==> config.mk <==
export PLATFORM = sky130hd
export DESIGN_NAME = hz_interlock
export DESIGN_NICKNAME = d
export VERILOG_FILES = /design/src/rtl/hz_interlock_pkg.sv /design/src/rtl/hz_decode.sv /design/src/rtl/hz_track.sv /design/src/rtl/hz_compare.sv /design/src/rtl/hz_interlock.sv
export SDC_FILE = /design/constraint.sdc
export NUM_CORES = 1
export LEC_CHECK = 0
export BUFFER_PORTS_ARGS = -buffer_cell sky130_fd_sc_hd__buf_2
export CAP_MARGIN = 20
export CORE_MARGIN = 4
export CORE_UTILIZATION = 48
export CTS_CLUSTER_SIZE = 8
export DETAILED_ROUTE_END_ITERATION = 6
export PLACE_DENSITY = 0.86
export SLEW_MARGIN = 30
export SYNTH_ARGS = -nofsm -noshare
export SYNTH_HDL_FRONTEND = slang
export SYNTH_SLANG_ARGS = --single-unit
==> constraint.sdc <==
create_clock -name clk_i -period 6.15 [get_ports clk_i]
set_input_delay 0.615 -clock clk_i [delete_from_list [all_inputs] [get_ports clk_i]]
set_output_delay 0.615 -clock clk_i [all_outputs]
set_load 0.1 [all_outputs]
==> src/rtl/hz_interlock_pkg.sv <==
package hz_interlock_pkg;
  localparam int OP_W = 6;
  localparam int FN_W = 6;

  localparam logic [OP_W-1:0] OPC_REG  = 6'h00;
  localparam logic [OP_W-1:0] OPC_BEQ  = 6'h04;
  localparam logic [OP_W-1:0] OPC_BNE  = 6'h05;
  localparam logic [OP_W-1:0] OPC_ADDI = 6'h08;
  localparam logic [OP_W-1:0] OPC_SLTI = 6'h0A;
  localparam logic [OP_W-1:0] OPC_ANDI = 6'h0C;
  localparam logic [OP_W-1:0] OPC_ORI  = 6'h0D;

  localparam logic [FN_W-1:0] FN_ADD = 6'h20;
  localparam logic [FN_W-1:0] FN_AND = 6'h24;
  localparam logic [FN_W-1:0] FN_OR  = 6'h25;
  localparam logic [FN_W-1:0] FN_SLT = 6'h2A;

  // stages whose result is not yet in the register file (EX, MEM)
  localparam int LIVE_STAGES = 2;
  // shadow slots emptied by a flush (new EX entry, discarded EX moving to MEM)
  localparam int FLUSH_REACH = 2;

  typedef enum logic [1:0] {
    CLS_NONE = 2'd0,
    CLS_REG  = 2'd1,
    CLS_IMM  = 2'd2,
    CLS_BR   = 2'd3
  } instr_cls_e;
endpackage

==> src/rtl/hz_decode.sv <==
module hz_decode
  import hz_interlock_pkg::*;
#(
  parameter int INSTR_W = 32,
  parameter int REG_AW  = 5
) (
  input  logic               valid_i,
  input  logic [INSTR_W-1:0] instr_i,
  output logic               use_rs_o,
  output logic               use_rt_o,
  output logic [REG_AW-1:0]  rs_o,
  output logic [REG_AW-1:0]  rt_o,
  output logic               wr_en_o,
  output logic [REG_AW-1:0]  wr_dst_o
);
  localparam int OP_LSB = INSTR_W - OP_W;
  localparam int RS_LSB = OP_LSB - REG_AW;
  localparam int RT_LSB = RS_LSB - REG_AW;
  localparam int RD_LSB = RT_LSB - REG_AW;

  logic [OP_W-1:0]   opcode;
  logic [FN_W-1:0]   funct;
  logic [REG_AW-1:0] rd;
  instr_cls_e        cls;
  logic              unused_shamt;

  assign opcode       = instr_i[INSTR_W-1:OP_LSB];
  assign funct        = instr_i[FN_W-1:0];
  assign rs_o         = instr_i[OP_LSB-1:RS_LSB];
  assign rt_o         = instr_i[RS_LSB-1:RT_LSB];
  assign rd           = instr_i[RT_LSB-1:RD_LSB];
  assign unused_shamt = ^instr_i[RD_LSB-1:FN_W];

  always_comb begin
    cls = CLS_NONE;
    unique case (opcode)
      OPC_REG: begin
        if (funct == FN_ADD || funct == FN_AND || funct == FN_OR || funct == FN_SLT)
          cls = CLS_REG;
      end
      OPC_ADDI, OPC_SLTI, OPC_ANDI, OPC_ORI: cls = CLS_IMM;
      OPC_BEQ, OPC_BNE:                      cls = CLS_BR;
      default:                               cls = CLS_NONE;
    endcase
    if (!valid_i) cls = CLS_NONE;
  end

  assign use_rs_o = (cls != CLS_NONE);
  assign use_rt_o = (cls == CLS_REG) || (cls == CLS_BR);
  assign wr_en_o  = (cls == CLS_REG) || (cls == CLS_IMM);
  assign wr_dst_o = (cls == CLS_REG) ? rd : rt_o;
endmodule

==> src/rtl/hz_track.sv <==
module hz_track
  import hz_interlock_pkg::*;
#(
  parameter int REG_AW = 5,
  parameter int DEPTH  = LIVE_STAGES
) (
  input  logic                         clk_i,
  input  logic                         rst_ni,
  input  logic                         ins_vld_i,
  input  logic [REG_AW-1:0]            ins_dst_i,
  input  logic                         flush_i,
  output logic [DEPTH-1:0]             slot_vld_o,
  output logic [DEPTH-1:0][REG_AW-1:0] slot_dst_o
);
  for (genvar k = 0; k < DEPTH; k++) begin : g_slot
    logic              nxt_vld;
    logic [REG_AW-1:0] nxt_dst;

    if (k == 0) begin : g_head
      assign nxt_vld = ins_vld_i;
      assign nxt_dst = ins_dst_i;
    end else begin : g_body
      assign nxt_vld = slot_vld_o[k-1];
      assign nxt_dst = slot_dst_o[k-1];
    end

    always_ff @(posedge clk_i or negedge rst_ni) begin
      if (!rst_ni) begin
        slot_vld_o[k] <= 1'b0;
        slot_dst_o[k] <= '0;
      end else begin
        slot_vld_o[k] <= (flush_i && (k < FLUSH_REACH)) ? 1'b0 : nxt_vld;
        slot_dst_o[k] <= nxt_dst;
      end
    end
  end
endmodule

==> src/rtl/hz_compare.sv <==
module hz_compare #(
  parameter int REG_AW = 5,
  parameter int DEPTH  = 2
) (
  input  logic                         fwd_en_i,
  input  logic                         use_rs_i,
  input  logic [REG_AW-1:0]            rs_i,
  input  logic                         use_rt_i,
  input  logic [REG_AW-1:0]            rt_i,
  input  logic [DEPTH-1:0]             slot_vld_i,
  input  logic [DEPTH-1:0][REG_AW-1:0] slot_dst_i,
  output logic                         hazard_o
);
  logic             rs_live, rt_live;
  logic [DEPTH-1:0] hit;

  assign rs_live = use_rs_i && (rs_i != '0);
  assign rt_live = use_rt_i && (rt_i != '0);

  for (genvar k = 0; k < DEPTH; k++) begin : g_cmp
    assign hit[k] = slot_vld_i[k] &&
                    ((rs_live && slot_dst_i[k] == rs_i) ||
                     (rt_live && slot_dst_i[k] == rt_i));
  end

  // no loads: a forwarded ALU result always arrives in time
  assign hazard_o = !fwd_en_i && (|hit);
endmodule

==> src/rtl/hz_interlock.sv <==
module hz_interlock
  import hz_interlock_pkg::*;
#(
  parameter int INSTR_W = 32,
  parameter int REG_AW  = 5
) (
  input  logic               clk_i,
  input  logic               rst_ni,
  input  logic               fwd_en_i,
  input  logic               flush_i,
  input  logic               id_valid_i,
  input  logic [INSTR_W-1:0] id_instr_i,
  output logic               pc_hold_o,
  output logic               ifid_hold_o,
  output logic               idex_bubble_o
);
  localparam int DEPTH = LIVE_STAGES;

  logic                         use_rs, use_rt, wr_en, stall;
  logic [REG_AW-1:0]            rs, rt, wr_dst;
  logic [DEPTH-1:0]             slot_vld;
  logic [DEPTH-1:0][REG_AW-1:0] slot_dst;

  hz_decode #(.INSTR_W(INSTR_W), .REG_AW(REG_AW)) u_dec (
    .valid_i  (id_valid_i),
    .instr_i  (id_instr_i),
    .use_rs_o (use_rs),
    .use_rt_o (use_rt),
    .rs_o     (rs),
    .rt_o     (rt),
    .wr_en_o  (wr_en),
    .wr_dst_o (wr_dst)
  );

  hz_compare #(.REG_AW(REG_AW), .DEPTH(DEPTH)) u_cmp (
    .fwd_en_i   (fwd_en_i),
    .use_rs_i   (use_rs),
    .rs_i       (rs),
    .use_rt_i   (use_rt),
    .rt_i       (rt),
    .slot_vld_i (slot_vld),
    .slot_dst_i (slot_dst),
    .hazard_o   (stall)
  );

  // an instruction enters EX only when it leaves ID unstalled and unflushed
  hz_track #(.REG_AW(REG_AW), .DEPTH(DEPTH)) u_trk (
    .clk_i      (clk_i),
    .rst_ni     (rst_ni),
    .ins_vld_i  (wr_en && !stall && !flush_i),
    .ins_dst_i  (wr_dst),
    .flush_i    (flush_i),
    .slot_vld_o (slot_vld),
    .slot_dst_o (slot_dst)
  );

  assign pc_hold_o     = stall && !flush_i;
  assign ifid_hold_o   = stall && !flush_i;
  assign idex_bubble_o = stall || flush_i;
endmodule

Word level (Yosys, flattened, before mapping)
Cells that the tools add are included.
W data, S select, Z words.
Word-level totals
  output and inout port bits: 3
  bits in latches: 0
  bits in registers: 12
  bits of input ports: 37
  RAM bits: 0
  memories: 0
  bits in read-only memories: 0
Operators by class
  $lt $le $gt $ge: 0
  multiplexer cells: 6
  multipliers: 0
  bitwise gates (word level): 0
  equality and inequality tests: 17
  add/sub/neg operators: 0
  shift operators: 0
  div/mod/pow operators: 0
  reduce and logical (&&, ||, !) cells: 30
Operators with widths (number)
  $eq A6 B4 Y1 const B: 4
  $eq A6 B6 Y1 const B: 4
  $eq A5 B5 Y1: 4
  $eq A6 B3 Y1 const B: 2
  $logic_and A1 B1 Y1: 12
  $reduce_bool A5 Y1: 2
  $logic_or A1 B1 Y1: 8
  $logic_not A6 Y1: 1
  $pmux W2 S3: 1
  $mux W5: 1
  $eq A2 B2 Y1 const B: 2
  $reduce_or A2 Y1: 2
  $reduce_or A4 Y1: 1
  $logic_not A1 Y1: 3
  $mux W1: 3
  $eq A2 B1 Y1 const B: 1
  $mux W2: 1
  $reduce_bool A2 Y1: 1

Longest topological paths before layout
  depth after elaboration: 19
  gate-level depth with buffers: 12
  depth with buffers taken out: 11

Modules after synthesis
A second synthesis with hierarchy kept.
Unflattened totals
  cell total of the unflattened synthesis: 85
  area total of the unflattened synthesis: 865.8 um^2
By module, submodules not included
  hz_track: times used 1, cells an instance 15, area an instance 320.3 um^2
  hz_compare: times used 1, cells an instance 35, area an instance 264.0 um^2
  hz_decode: times used 1, cells an instance 31, area an instance 251.5 um^2
  hz_interlock: times used 1, cells an instance 4, area an instance 30.0 um^2

Worst setup path after synthesis
No wires, ideal clock.
  path type: input to output
  start: in id_instr_i[26]
  end: out pc_hold_o
  stages: 12
  required time: 5.535 ns
  buffers on the path: 1
  arrival time: 4.532 ns
  path slack: 1.003 ns
  cell sequence: or4_4 > a221oi_2 > a32o_2 > and3b_2 > inv_1 > ha_1 > o21bai_1 > nor4_1 > a31oi_1 > o32ai_2 > nor2b_1 > buf_4
Between the ends
  cells in the longest elaborated chain, start to end: 13
  elaborated cells between the ends (all ways): 28
RTL lines
  start: declaration: line hz_interlock.sv:12  | input logic [INSTR_W-1:0] id_instr_i,
  $eq A6 B4 Y1 or $eq A6 B3 Y1 (tied branches): line hz_decode.sv:36  | unique case (opcode)
  $reduce_or A4 Y1 or $reduce_or A2 Y1 (tied branches): line hz_decode.sv:36
  $pmux W2 S3 (*): line hz_decode.sv:36
  $mux W2 (*): line hz_decode.sv:45  | if (!valid_i) cls = CLS_NONE;
  $eq A2 B1 Y1 or $eq A2 B2 Y1 (tied branches): line hz_decode.sv:49  | assign use_rt_o = (cls == CLS_REG) || (cls == CLS_BR);
  $logic_or A1 B1 Y1: line hz_decode.sv:49
  $logic_and A1 B1 Y1: line hz_compare.sv:18  | assign rt_live = use_rt_i && (rt_i != '0);
  $logic_and A1 B1 Y1: line hz_compare.sv:23  | (rt_live && slot_dst_i[k] == rt_i));
  $logic_or A1 B1 Y1: line hz_compare.sv:22  | ((rs_live && slot_dst_i[k] == rs_i) ||
  $logic_and A1 B1 Y1: line hz_compare.sv:21  | assign hit[k] = slot_vld_i[k] &&
  $reduce_or A2 Y1 (*): line hz_compare.sv:27  | assign hazard_o = !fwd_en_i && (|hit);
  $logic_and A1 B1 Y1 (*): line hz_compare.sv:27
  $logic_and A1 B1 Y1 (*)
  end: declaration: line hz_interlock.sv:13  | output logic pc_hold_o,
Mark *: on every way between the ends. The rest lies on a longest branch, timed or not.

Final worst setup path
  start: in id_instr_i[26]
  end: out pc_hold_o
Between the ends
  cells in the longest elaborated chain, start to end: 13
  elaborated cells between the ends (all ways): 28
RTL lines
  $eq A6 B4 Y1 or $eq A6 B3 Y1 (tied branches): line hz_decode.sv:36
  $reduce_or A4 Y1 or $reduce_or A2 Y1 (tied branches): line hz_decode.sv:36
  $pmux W2 S3 (*): line hz_decode.sv:36
  $mux W2 (*): line hz_decode.sv:45
  $eq A2 B1 Y1 or $eq A2 B2 Y1 (tied branches): line hz_decode.sv:49
  $logic_or A1 B1 Y1: line hz_decode.sv:49
  $logic_and A1 B1 Y1: line hz_compare.sv:18
  $logic_and A1 B1 Y1: line hz_compare.sv:23
  $logic_or A1 B1 Y1: line hz_compare.sv:22
  $logic_and A1 B1 Y1: line hz_compare.sv:21
  $reduce_or A2 Y1 (*): line hz_compare.sv:27
  $logic_and A1 B1 Y1 (*): line hz_compare.sv:27
  $logic_and A1 B1 Y1 (*): line hz_interlock.sv:57  | assign pc_hold_o = stall && !flush_i;
Marks and branches as above.

==> results.md <==
STA:
- The final total negative setup slack is 0 ns.
- The actual transition at the worst max-transition pin is 0.4974 ns.
- The remaining max-slew budget at the tightest pin is 0.6707.
- The number of max-slew violations in the final report came to 0.
- The clock arrives with 0.002028 ns of skew.
- The total count of hold-check failures in the final report came to 0.
- Setup repair after global routing left no endpoint under its margin.
- Dividing the final minimum period by the clock period gives 0.6840.
- Hold timing on the final database bottoms out at a slack of 0.2118 ns.
- For this run, the top clock speed supported by timing is 0.2377 GHz.
- The minimum clock period is 4.207 ns.
- Setup violations remaining at the end of the flow were counted as 0.

Setup path:
- The standard cell with the maximum stage delay on the critical path is sky130_fd_sc_hd__or4_4.
- The type of element launching the critical path is a primary input.
- The cell that appears most often on the critical path is sky130_fd_sc_hd__buf_2.
- The cell family contributing the most delay on the critical path is simple AND/OR/NAND/NOR gates.
- In this run the register-to-register setup slack is 4.68 ns.
- The launch instance of the worst register-to-register path is u_trk.slot_dst_o[7].
- Data on the critical path is required at its endpoint by 5.53 ns.
- Together, buffers and inverters on the worst path number 3.
- The worst flop-to-flop path endpoint is u_trk.g_slot[1].nxt_vld.
- The top fanout value on the critical path is 3.
- The largest stage delay on the critical path is 0.53 ns.
- The worst setup path is captured at an output port.
- The worst endpoint data arrival time is 3.59 ns.
- The critical path goes through buf_2 -> or4_4 -> a221oi_2 -> a32o_2 -> and3b_2 -> inv_1 -> ha_1 -> o21bai_1 -> nor4_1 -> a31oi_1 -> o32ai_2 -> nor2b_1 -> buf_2.
- The number of cells on the worst reg-to-reg path is 6.
- The critical path class is in2out.

Worst hold path:
- The path category of the worst min-delay check is in2async.

Floorplanning:
- The die span in x is 48.88 um.
- The total core area is 1541 um2.
- Measured along the y axis, the die boundary spans 48.88 um.
- The number of rows created at floorplan is 14.
- The effective utilization at floorplan is 0.5203.
- The number of primary I/O pins is 40.
- The total die area is 2389 um2.

Placed design:
- The half-perimeter wire length of the detailed placement result is 1557 um.
- At the end of routability-driven placement, the weighted congestion stood at 0.7882.
- After detailed placement, the total cell area comes to 984.7 um2.
- The count of buffers from port buffering is 34.

Clock tree:
- After clock tree synthesis, the setup repair step added 0 buffers.
- Buffers inserted during clock tree synthesis total 3.
- The clock tree from TritonCTS is done.
- The number of hold buffers added after CTS was 0.
- After clock tree synthesis, the clock-pin slew on the worst setup and hold paths is 0.07 ns.
- Clock tree synthesis found a total of 12 sinks.
- The clock latency on the worst-skew pair is 0.27 ns.
- The maximum level of the CTS H-tree is 1.
- The tree is rooted in a sky130_fd_sc_hd__clkbuf_4.
- After clock tree synthesis, the repair step resized 0 gates.
- The maximum buffer depth of the clock tree is 2.

Synth:
- The share of the synthesized area in the top cell type is 0.3744.
- The largest total area in the synthesized netlist belongs to sky130_fd_sc_hd__dfrtp_1.
- The number of synthesized register bits is 12.
- Ranked by total cell area, the synthesized netlist is headed by sky130_fd_sc_hd__dfrtp_1 37%, sky130_fd_sc_hd__xnor2_1 13%, sky130_fd_sc_hd__xor2_1 8.7%.
- The number of unique standard cell types used by synthesis is 25.
- The average instance area after synthesis is 10.69 um2.
- In the synthesized netlist the dominant register cell turns out to be sky130_fd_sc_hd__dfrtp_1.
- After synthesis, the share of flip-flops with an asynchronous set or reset is 1.000.
- When the netlist entered floorplanning its net count stood at 114.
- Yosys mapped a number of flops with a built-in enable equal to 0.
- Summing every instance area after synthesis gives 802.0 um2.
- The post-synthesis cell count is 75.
- The count of synthesis-stage warnings from yosys is 0.
- For this run, the register share of the synthesized area comes to 0.3744.

Final layout:
- The multi-input logic area is 479.2 um2.
- The area used by sequential logic in the layout is 300.3 um2.
- At the end of the flow, the number of nets in the layout was 152.
- After routing the design area is 1007 um2.
- The fraction of the core area covered by cells at the end of the flow is 0.6534.
- The share of layout cells above drive strength 1 is 0.4324.
- Compared with the post-synthesis result, the final layout area differs by 25.59%.
- Counting the fill cells in the layout gives 132.
- The count of antenna diodes in the layout is 0.

Drt:
- Dividing the detail-routed via count by the number of cells gives 5.480.
- After detailed routing, the total wire length is 1823 um.
- In this run, the number of DRC markers left after iteration 0 of detailed routing was 4.
- The detail route stage leaves a number of antenna-violating nets equal to 0.
- After detailed routing, the number of remaining DRC violations is 0.
- The pre-antenna-repair detailed-routing pass consisted of 4 iterations.
- Dividing the detail-routed wire length by the instance count gives 14.35 um.
- The detailed router placed 696 vias in this run.

Flow run:
- Across the run, the number of max-cap violations was 0.

Global route:
- Across every metal layer, demand over resource in global routing totals 0.1556.
- Entering global routing, the biggest net connects 13 pins.
- The remaining global-route overflow is 0.
- The global-route wire length before repair is 2898 um.
- The initial antenna violation count came to 0.
- The via count of the first global-routing pass is 686.

Power and ir drop:
- Power spread over the standard cell area amounts to 170.3 nW/um2.
- The worst supply voltage drop on vdd is 156.9 uV.
- The analysis attributes to cell leakage a power of 0.4552 nW.

Status:
- The run finished with clean final reports.
metrics by stage:
stage | total power, mW | std cells | worst slack, ns
floorplan | 0.1081 | 75 | 1.003
global placement | 0.1251 | 124 | 2.042
detailed placement | 0.1274 | 124 | 1.944
CTS | 0.1740 | 127 | 1.941
global route | 0.1829 | 127 | 1.836
finish | 0.1716 | 127 | 1.943
final cells by class:
class                      count  area share
clock buffer                   3     0.02236
inverter                       4     0.01491
multi-input combinational     58      0.4758
sequential                    12      0.2981
tap                           16     0.01988
timing repair buffer          34      0.1689
worst register-to-register path, cell delays in order, from the launching register on:
cell and delay, ns:
sky130_fd_sc_hd__dfrtp_1 0.41, sky130_fd_sc_hd__xnor2_1 0.16, sky130_fd_sc_hd__nand3_1 0.09, sky130_fd_sc_hd__nor4_1 0.27, sky130_fd_sc_hd__a31oi_1 0.09, sky130_fd_sc_hd__o32ai_2 0.27
sky130_fd_sc_hd__nor3_1 0.07
routing by layer:
| metal | global-route usage | part of all wire | vias to the layer above |
|---|---|---|---|
| met5 | 0 | 0 | - |
| met4 | 0.1166 | 0.036 | 0 |
| met3 | 0.02752 | 0.064 | 7 |
| met2 | 0.2587 | 0.50 | 27 |
| met1 | 0.1739 | 0.40 | 326 |
| li1 | - | - | 336 |
registers in the layout, indices dropped and copies added (netlist names):
register / cells
u_trk.slot_vld_o: 1
u_trk.g_slot.nxt_dst: 5
u_trk.g_slot.nxt_vld: 1
u_trk.slot_dst_o: 5
cells in the final DEF, fill, tap and decap left out, types with 2 or more instances in the layout:
master                     synthesis  layout
sky130_fd_sc_hd__nor2b_1           3       3
sky130_fd_sc_hd__nor3_1            3       3
sky130_fd_sc_hd__nor4_1            2       2
sky130_fd_sc_hd__clkbuf_4          0       3
sky130_fd_sc_hd__dfrtp_1          12      12
sky130_fd_sc_hd__buf_2             0      34
sky130_fd_sc_hd__xnor2_1          12      12
sky130_fd_sc_hd__a31oi_1           2       2
sky130_fd_sc_hd__nor3b_1           3       3
sky130_fd_sc_hd__mux2_2            5       5
sky130_fd_sc_hd__nor2_1            2       2
sky130_fd_sc_hd__xor2_1            8       8
sky130_fd_sc_hd__or4_1             2       2
sky130_fd_sc_hd__ha_1              2       2
sky130_fd_sc_hd__nand3_1           4       4
sky130_fd_sc_hd__inv_1             4       4
cells in the mapped netlist, drive strengths merged (2+ instances only):
library cell,instances
xor2,8
inv,4
xnor2,12
ha,2
nor4,2
nor3,3
dfrtp,12
nor2,2
mux2,5
a31oi,2
or4,3
nor2b,3
nand3,4
nor3b,3
worst max-delay path by stage:
stage	startpoint	end	slack, ns	cells after the start
finish	id_instr_i[26]	pc_hold_o	1.94	13
CTS	id_instr_i[26]	pc_hold_o	1.94	13
detailed placement	id_instr_i[26]	pc_hold_o	1.94	13
global placement	id_instr_i[26]	ifid_hold_o	2.04	13
global route	id_instr_i[26]	pc_hold_o	1.84	13
floorplan	id_instr_i[26]	pc_hold_o	1.00	12
where the power goes:
part	internal (mW)	leakage (nW)	switching, mW
clock network	0.0226	0.0138	0.0231
registers	0.0828	0.144	0.00424
logic	0.0198	0.297	0.0190
total	0.125	0.455	0.0464
kinds of logic after synthesis:
group,after synthesis,synth area share
AND/OR/NAND/NOR,23,0.1810
XOR/XNOR,20,0.2184
flip-flops,12,0.3744
AO/OA/AOI/OAI,8,0.09673
buffers and inverters,5,0.02808
multiplexers,5,0.07020
adder cells (fa/ha/maj),2,0.03120
No activity file was read; power rests on OpenSTA's default activity.
